`src/rtl/irq_chain_pkg.sv`:
```
package irq_chain_pkg;

    localparam int DEF_STAGES   = 8;
    localparam int DEF_VEC_W    = 8;
    localparam int DEF_VEC_BASE = 8'h40;
    localparam int DEF_VEC_STEP = 4;

    // Per-stage chain status, carried between stage and top
    typedef struct packed {
        logic pend;    // latched request
        logic cout;    // chain signal toward the tail
        logic win;     // this stage owns the bus if acknowledged
    } stage_stat_t;

    // Vector number held by stage idx
    function automatic int unsigned stage_vector(int unsigned base,
                                                 int unsigned step,
                                                 int unsigned idx);
        return base + step * idx;
    endfunction

endpackage

```
`src/rtl/irq_chain_stage.sv`:
```
module irq_chain_stage
    import irq_chain_pkg::*;
#(
    parameter int          VEC_W = DEF_VEC_W,
    parameter logic [VEC_W-1:0] VEC = '0
) (
    input  logic             clk,
    input  logic             rst,
    input  logic             req_set,
    input  logic             ack,
    input  logic             chain_in,
    output stage_stat_t      stat,
    output logic             drive,
    output logic [VEC_W-1:0] vec_drv
);

    logic pend_q;

    // Combinational chain rules: pass-through when idle, force when pending
    always_comb begin
        stat.pend = pend_q;
        stat.cout = pend_q | chain_in;
        stat.win  = stat.cout & ~chain_in;
        drive     = ack & stat.win;
        vec_drv   = drive ? VEC : '0;
    end

    // Request latch: set has precedence over the acknowledge clear
    always_ff @(posedge clk) begin
        if (rst)
            pend_q <= 1'b0;
        else if (req_set)
            pend_q <= 1'b1;
        else if (drive)
            pend_q <= 1'b0;
    end

endmodule

```
`src/rtl/irq_vec_combine.sv`:
```
module irq_vec_combine #(
    parameter int N_STAGES = 8,
    parameter int VEC_W    = 8
) (
    input  logic [N_STAGES-1:0][VEC_W-1:0] vec_drv,
    input  logic [N_STAGES-1:0]            drive,
    output logic [VEC_W-1:0]               vec_bus,
    output logic                           bus_valid
);

    // Wired-OR bus: idle stages drive zeros
    always_comb begin
        vec_bus = '0;
        for (int i = 0; i < N_STAGES; i++)
            vec_bus = vec_bus | vec_drv[i];
        bus_valid = |drive;
    end

endmodule

```
`src/rtl/irq_daisy_chain.sv`:
```
module irq_daisy_chain
    import irq_chain_pkg::*;
#(
    parameter int N_STAGES = DEF_STAGES,
    parameter int VEC_W    = DEF_VEC_W,
    parameter int VEC_BASE = DEF_VEC_BASE,
    parameter int VEC_STEP = DEF_VEC_STEP
) (
    input  logic                clk,
    input  logic                rst,
    input  logic [N_STAGES-1:0] irq_in,
    input  logic                ack,
    output logic                int_req,
    output logic [VEC_W-1:0]    vec_out,
    output logic                vec_valid,
    output logic [N_STAGES-1:0] stage_drive
);

    localparam int LAST = N_STAGES - 1;

    logic [N_STAGES:0]                chain;
    logic [N_STAGES-1:0][VEC_W-1:0]   vdrv;
    stage_stat_t [N_STAGES-1:0]       stat;
    logic [N_STAGES-1:0]              pending;

    assign chain[0] = 1'b0;   // head of chain sees no request above it

    for (genvar g = 0; g < N_STAGES; g++) begin : g_stage
        localparam logic [VEC_W-1:0] VEC_G =
            VEC_W'(stage_vector(VEC_BASE, VEC_STEP, g));
        irq_chain_stage #(.VEC_W(VEC_W), .VEC(VEC_G)) u_stage (
            .clk      (clk),
            .rst      (rst),
            .req_set  (irq_in[g]),
            .ack      (ack),
            .chain_in (chain[g]),
            .stat     (stat[g]),
            .drive    (stage_drive[g]),
            .vec_drv  (vdrv[g])
        );
        assign chain[g+1]  = stat[g].cout;
        assign pending[g]  = stat[g].pend;
    end

    assign int_req = chain[LAST+1];

    irq_vec_combine #(.N_STAGES(N_STAGES), .VEC_W(VEC_W)) u_comb (
        .vec_drv   (vdrv),
        .drive     (stage_drive),
        .vec_bus   (vec_out),
        .bus_valid (vec_valid)
    );

endmodule

```
`config.mk`:
```
export PLATFORM = sky130hd
export DESIGN_NAME = irq_daisy_chain
export DESIGN_NICKNAME = d
export VERILOG_FILES = /design/src/rtl/irq_chain_pkg.sv /design/src/rtl/irq_chain_stage.sv /design/src/rtl/irq_vec_combine.sv /design/src/rtl/irq_daisy_chain.sv
export SDC_FILE = /design/constraint.sdc
export NUM_CORES = 1
export LEC_CHECK = 0
export BUFFER_PORTS_ARGS = -buffer_cell sky130_fd_sc_hd__clkbuf_2
export CAP_MARGIN = 20
export CORE_AREA = 2 2 39 41
export DETAILED_ROUTE_END_ITERATION = 10
export DIE_AREA = 0 0 41 43
export HOLD_SLACK_MARGIN = 0.02
export PLACE_DENSITY = 0.75
export REMOVE_ABC_BUFFERS = 1
export SLEW_MARGIN = 20
export SYNTH_ARGS = -nofsm -noshare
export SYNTH_HDL_FRONTEND = slang
export SYNTH_SLANG_ARGS = --single-unit
```
`constraint.sdc`:
```
create_clock -name clk -period 4 [get_ports clk]
set_clock_uncertainty 0.05 [all_clocks]
set_input_delay 0.8 -clock clk [delete_from_list [all_inputs] [get_ports clk]]
set_output_delay 0.8 -clock clk [all_outputs]
set_load 0.01 [all_outputs]
```
==> impl_summary.log, run 1 <==
[metrics] flip-flop count of the largest register after layout: 8
[metrics] cts bufs inserted: 3
[metrics] average routed wire per standard cell: 9.869 um
[metrics] clk root buf: sky130_fd_sc_hd__clkbuf_4
[metrics] synthesized area divided by synthesized cell count: 7.326 um^2
[metrics] net count reported at finish: 104
[metrics] fmax: 360.3 MHz
[metrics] Routed Wire Length: 1.056 mm
[metrics] Slew Viols, Final: 0
[metrics] number of filler instances in the final layout: 148
[metrics] vias: 517
[metrics] buffers inserted during post-CTS setup optimization: 0
[metrics] number of distinct library cells after synthesis: 27
[metrics] GR Util All Layers: 0.1387
[metrics] clock-pin slew on the worst setup and hold paths: 0.05 ns
[metrics] height of the die: 43 um
[metrics] Clk Latency, worst-skew pair: 0.25 ns
[metrics] type of element capturing the critical path: output pin
[metrics] FF-to-FF path depth: 3
[metrics] port buffer count: 24
[metrics] pin count of the biggest net entering global routing: 10
[metrics] count of endpoints failing hold in the final timing report: 0
[metrics] PD cells: 318.6 nW/um^2
[metrics] Setup WS pre-CTS: 1.221 ns
[metrics] crit path setup slack, layout: 1.224 ns
[metrics] leading registers by flop count: g_stage.u_stage.pend_q: 8 flops
[metrics] num ports: 29
[metrics] final critical delay including setup and external delays: 2.776 ns
[metrics] final core utilization: 0.4530
[metrics] Resized cells post-CTS: 0
[metrics] Design Power: 0.1997 mW
[metrics] crit-path max FO: 8
[metrics] gate count after technology mapping: 76
[metrics] CTS Hold Buffers Added: 0
[metrics] startpoint types: input pin
[metrics] global-route wire length before repair: 1.676 mm
[metrics] GP Congestion: 0.7772
[metrics] area of the multi-input gates: 281.5 um^2
[metrics] Setup CP Type: in2out
[metrics] largest register by flop count: g_stage.u_stage.pend_q
[metrics] Initial Util: 0.4024
[metrics] fraction of final layout cells with drive strength greater than 1: 0.3297
[metrics] Seq. cell area: 160.2 um^2
[metrics] Synth-to-Final Area Change: 12.58%
[metrics] setup repair after global routing missed its margin: no
[metrics] number of synthesis warnings: 0
[metrics] initial antenna violation count: 0
[metrics] flops & latches, synth: 8
[metrics] total number of H-tree levels: 1
[metrics] arrival time at the worst endpoint: 1.93 ns
[metrics] Hold Path Cell Cnt: 2
[metrics] floorplan die area: 1763 um^2
[metrics] VDD IR-drop max: 0.1370 mV
[metrics] number of routed nets with antenna violations: 0
[metrics] type of the most critical hold path: reg2reg
[metrics] Remaining DRCs: 0
[metrics] fraction of the cycle the final worst path needs: 0.6939
[metrics] detailed-router iteration count before antenna repair: 4
[metrics] total global routing overflow: 0
[metrics] Die X-Extent: 41 um
[metrics] final number of setup-violating endpoints: 0
[metrics] ratio of routed vias to standard cells: 4.832
[metrics] Synth Cell Area: 556.8 um^2
[metrics] setup_tns: 0 ns
[metrics] TritonCTS clock tree: yes
[metrics] initial DRC count: 10
[metrics] core region area: 1384 um^2
[metrics] clk sinks: 8
[metrics] data required time at the worst endpoint: 3.15 ns
[metrics] count of max-cap constraint violations: 0
[metrics] Max Buffers Root-to-Sink: 2
[metrics] number of global-route vias before repair: 431
[metrics] part of the Yosys area used for sequential elements: 0.2876
[metrics] site row count: 14
[metrics] total inserted antenna cells: 0
[metrics] LEAKAGE: 0.3246 nW
[metrics] status: finished clean
[metrics] total half-perimeter wirelength after legalization and detailed placement: 807.7 um
[critical path, stage by stage]
cell and delay [ns]:
sky130_fd_sc_hd__clkbuf_2 0.10, sky130_fd_sc_hd__or3b_1 0.49, sky130_fd_sc_hd__nor3_4 0.21, sky130_fd_sc_hd__a21boi_2 0.19, sky130_fd_sc_hd__clkbuf_2 0.14
[kinds of logic (layout without fill, tap and decap cells)]
kind of cell | count (synthesis) | count (layout) | synth area share
DFF | 8 | 8 | 0.2876
other | 1 | 4 | 0.006735
AOI/OAI and AO/OA | 18 | 18 | 0.2000
and+or+nand+nor | 28 | 28 | 0.2787
buffers and inverters | 21 | 33 | 0.2270
[routing by layer]
metal | part of all wire | vias to the layer above | global-route usage
met5 | 0 | - | 0
met3 | 0.070 | 2 | 0.03141
met2 | 0.48 | 22 | 0.2063
met1 | 0.43 | 225 | 0.1742
met4 | 0.0095 | 0 | 0.08000
li1 | - | 268 | -
[power by group]
group / internal [mW] / total [mW] / switching [mW]
sequential: 0.0858 / 0.0953 / 0.00951
clock: 0.0343 / 0.0610 / 0.0267
combinational: 0.0191 / 0.0433 / 0.0243
total: 0.139 / 0.200 / 0.0605
[layout by cell type (no fill, tap or decap), types with 2 or more instances in the layout]
cell and instances:
sky130_fd_sc_hd__a21oi_1 9, sky130_fd_sc_hd__clkbuf_2 24, sky130_fd_sc_hd__and2_1 2, sky130_fd_sc_hd__o21ai_0 3, sky130_fd_sc_hd__and3_1 2, sky130_fd_sc_hd__conb_1 4
sky130_fd_sc_hd__nor3_1 2, sky130_fd_sc_hd__dfxtp_1 8, sky130_fd_sc_hd__clkbuf_4 3, sky130_fd_sc_hd__nor2_1 13, sky130_fd_sc_hd__inv_1 6
[stage by stage]
stage	hold WS (ns)	cells	instance area (um^2)
after floorplan	0.4392	64	464.2
after global placement	0.4810	104	604.3
after detailed placement	0.4935	104	604.3
after CTS	0.5038	107	626.9
after global routing	0.5322	107	626.9
final	0.5030	107	626.9
[cells in the mapped netlist (all sizes together)]
master  count  share of area
buf        15           0.19
nor2       14          0.099
a21oi       9          0.081
dfxtp       8           0.29
inv         6          0.040
nor3        3          0.047
o21ai       3          0.027
and2        2          0.022
and3        2          0.022
a211oi      1          0.013
a21boi      1          0.020
a221oi      1          0.016
a311oi      1          0.016
and3b       1          0.016
conb        1         0.0067
nand2       1         0.0067
nand2b      1          0.011
nor2b       1          0.011
nor3b       1          0.013
o21bai      1          0.013
o31ai       1          0.013
or3b        1          0.016
or4         1          0.013
[area by class of cell]
class,count,area share
sequential,8,0.2555
timing repair buffer,24,0.1916
clock buffer,3,0.03593
multi-input combinational,50,0.4491
tap,16,0.03194
inverter,6,0.03593
[path summary, 6_finish.rpt]
path | startpoint | endpoint | slack [ns]
worst min-delay path | g_stage[4].u_stage.pend_q$_SDFFE_PP0P_ | g_stage[4].u_stage.pend_q$_SDFFE_PP0P_ | 0.50
worst max register to register | g_stage[4].u_stage.pend_q$_SDFFE_PP0P_ | g_stage[7].u_stage.pend_q$_SDFFE_PP0P_ | 2.60
worst min register to register | g_stage[4].u_stage.pend_q$_SDFFE_PP0P_ | g_stage[4].u_stage.pend_q$_SDFFE_PP0P_ | 0.50
worst max-delay path | ack | vec_out[4] | 1.22
No activity file was read; power rests on OpenSTA's default activity.
==> run 2: changes to the inputs <==
- CORE_AREA: 2 2 39 41 -> not set
- CORE_UTILIZATION: not set -> 38
- DIE_AREA: 0 0 41 43 -> not set
- PLACE_DENSITY: 0.75 -> 0.72
- clock period: 4 -> 2.4 ns (I/O delays scaled with it)
==> impl_summary.log, run 2 (synthesis results as in run 1) <==
[metrics] net count reported at finish: 104 (unchanged)
[metrics] number of routed nets with antenna violations: 0 (unchanged)
[metrics] clock-pin slew on the worst setup and hold paths: 0.06 ns (was 0.05 ns)
[metrics] VDD IR-drop max: 0.2114 mV (was 0.1370 mV)
[metrics] total number of H-tree levels: 1 (unchanged)
[metrics] number of global-route vias before repair: 388 (was 431)
[metrics] setup repair after global routing missed its margin: no (unchanged)
[metrics] pin count of the biggest net entering global routing: 10 (unchanged)
[metrics] total global routing overflow: 0 (unchanged)
[metrics] setup_tns: 0 ns (unchanged)
[metrics] floorplan die area: 1622 um^2 (was 1763 um^2)
[metrics] PD cells: 532.1 nW/um^2 (was 318.6 nW/um^2)
[metrics] port buffer count: 24 (unchanged)
[metrics] LEAKAGE: 0.3246 nW (unchanged)
[metrics] startpoint types: flip-flop (was input pin)
[metrics] largest register by flop count: g_stage.u_stage.pend_q (unchanged)
[metrics] detailed-router iteration count before antenna repair: 4 (unchanged)
[metrics] global-route wire length before repair: 1.511 mm (was 1.676 mm)
[metrics] clk sinks: 8 (unchanged)
[metrics] Initial Util: 0.4174 (was 0.4024)
[metrics] average routed wire per standard cell: 10.30 um (was 9.869 um)
[metrics] status: finished clean (unchanged)
[metrics] GR Util All Layers: 0.1483 (was 0.1387)
[metrics] count of max-cap constraint violations: 0 (unchanged)
[metrics] vias: 495 (was 517)
[metrics] height of the die: 40.28 um (was 43 um)
[metrics] leading registers by flop count: g_stage.u_stage.pend_q: 8 flops (unchanged)
[metrics] Max Buffers Root-to-Sink: 2 (unchanged)
[metrics] CTS Hold Buffers Added: 0 (unchanged)
[metrics] arrival time at the worst endpoint: 1.65 ns (was 1.93 ns)
[metrics] ratio of routed vias to standard cells: 4.670 (was 4.832)
[metrics] type of the most critical hold path: in2reg (was reg2reg)
[metrics] final number of setup-violating endpoints: 0 (unchanged)
[metrics] Setup CP Type: reg2out (was in2out)
[metrics] Remaining DRCs: 0 (unchanged)
[metrics] Cell Count Post-Placement: 103 (was 104)
[metrics] num ports: 29 (unchanged)
[metrics] site row count: 13 (was 14)
[metrics] total inserted antenna cells: 0 (unchanged)
[metrics] Slew Viols, Final: 0 (unchanged)
[metrics] type of element capturing the critical path: output pin (unchanged)
[metrics] fmax: 458.2 MHz
[metrics] number of filler instances in the final layout: 139 (was 148)
[metrics] clk root buf: sky130_fd_sc_hd__clkbuf_4 (unchanged)
[metrics] flip-flop count of the largest register after layout: 8 (unchanged)
[metrics] count of endpoints failing hold in the final timing report: 0 (unchanged)
[metrics] fraction of the cycle the final worst path needs: 0.9094
[metrics] initial antenna violation count: 0 (unchanged)
[metrics] cts bufs inserted: 3 (unchanged)
[metrics] number of cells in the finished layout apart from fillers: 106 (was 107)
[metrics] commonest non-fill, non-tap cells in the layout: 24 x sky130_fd_sc_hd__clkbuf_2, 13 x sky130_fd_sc_hd__nor2_1, 9 x sky130_fd_sc_hd__a21oi_1, 8 x sky130_fd_sc_hd__dfxtp_1, 6 x sky130_fd_sc_hd__inv_1 (unchanged)
[metrics] final critical delay including setup and external delays: 2.183 ns
[metrics] data required time at the worst endpoint: 1.87 ns (was 3.15 ns)
[metrics] smallest hold slack: 0.3860 ns (was 0.5030 ns)
[metrics] total half-perimeter wirelength after legalization and detailed placement: 840.9 um (was 807.7 um)
[metrics] Die X-Extent: 40.28 um (was 41 um)
[metrics] Resized cells post-CTS: 0 (unchanged)
[metrics] core region area: 1334 um^2 (was 1384 um^2)
[metrics] Synth-to-Final Area Change: 12.36% (was 12.58%)
[metrics] commonest non-fill, non-tap cell in the layout: sky130_fd_sc_hd__clkbuf_2 (unchanged)
[metrics] buffers inserted during post-CTS setup optimization: 0 (unchanged)
[metrics] GP Congestion: 0.7584 (was 0.7772)
[metrics] TritonCTS clock tree: yes (unchanged)
[metrics] fraction of final layout cells with drive strength greater than 1: 0.3297 (unchanged)
[metrics] Routed Wire Length: 1.092 mm (was 1.056 mm)
[metrics] initial DRC count: 14 (was 10)
[metrics] crit-path max FO: 8 (unchanged)
[metrics] Clk Latency, worst-skew pair: 0.25 ns (about the same)
## run 2: cell counts in the layout (fill, tap and decap cells not counted)
No cell type changed its count.
## run 2: metal layers
layer	vias up	routed length, um	part of all wire	global-route usage
met5	-	0	0	0
met4	0	0	0	0.07500
met3	0	69	0.063	0.06667
met2	16	496	0.45	0.2460
met1	211	526	0.48	0.1577
li1	268	-	-	-
## run 2: critical path: stages, from the launching register on
cell and delay [ns]:
sky130_fd_sc_hd__dfxtp_1 0.34, sky130_fd_sc_hd__or3b_1 0.53, sky130_fd_sc_hd__nor3_4 0.21, sky130_fd_sc_hd__and3b_1 0.19, sky130_fd_sc_hd__clkbuf_2 0.13
## run 2: path summary, 6_finish.rpt
check,slack [ns],to,start,depth (start not counted)
hold reg to reg,0.50,g_stage[4].u_stage.pend_q$_SDFFE_PP0P_,g_stage[4].u_stage.pend_q$_SDFFE_PP0P_,2
hold / removal,0.39,g_stage[4].u_stage.pend_q$_SDFFE_PP0P_,irq_in[4],3
setup / recovery,0.22,stage_drive[5],g_stage[1].u_stage.pend_q$_SDFFE_PP0P_,4
setup reg to reg,0.95,g_stage[6].u_stage.pend_q$_SDFFE_PP0P_,g_stage[4].u_stage.pend_q$_SDFFE_PP0P_,3
## run 2: power breakdown
part           leakage [nW]  switching [mW]  total [mW]  internal (mW)
Combinational         0.244          0.0406      0.0723         0.0318
Clock                0.0138          0.0445       0.102         0.0571
Sequential           0.0670          0.0159       0.159          0.143
## run 2: cell type report
cell class / count / area (um^2) / share of cell area
clock buffers: 3 / 22.52 / 0.03600
flip-flops and latches: 8 / 160.2 / 0.2560
multi-input cells: 50 / 281.5 / 0.4500
repair buffers: 24 / 120.1 / 0.1920
well taps: 15 / 18.77 / 0.03000
inverters: 6 / 22.52 / 0.03600
## run 2: metrics by stage
step | area [um^2] | utilization | power [mW] | worst slack [ns]
2_1_floorplan | 464.2 | - | 0.2043 | 0.5378
3_3_place_gp | 603.1 | 0.4522 | 0.2319 | 0.2993
3_5_place_dp | 603.1 | 0.4522 | 0.2334 | 0.2560
4_1_cts | 625.6 | 0.4690 | 0.3398 | 0.2093
5_1_grt | 625.6 | 0.4690 | 0.3582 | 0.1115
6_report | 625.6 | 0.4690 | 0.3329 | 0.2174
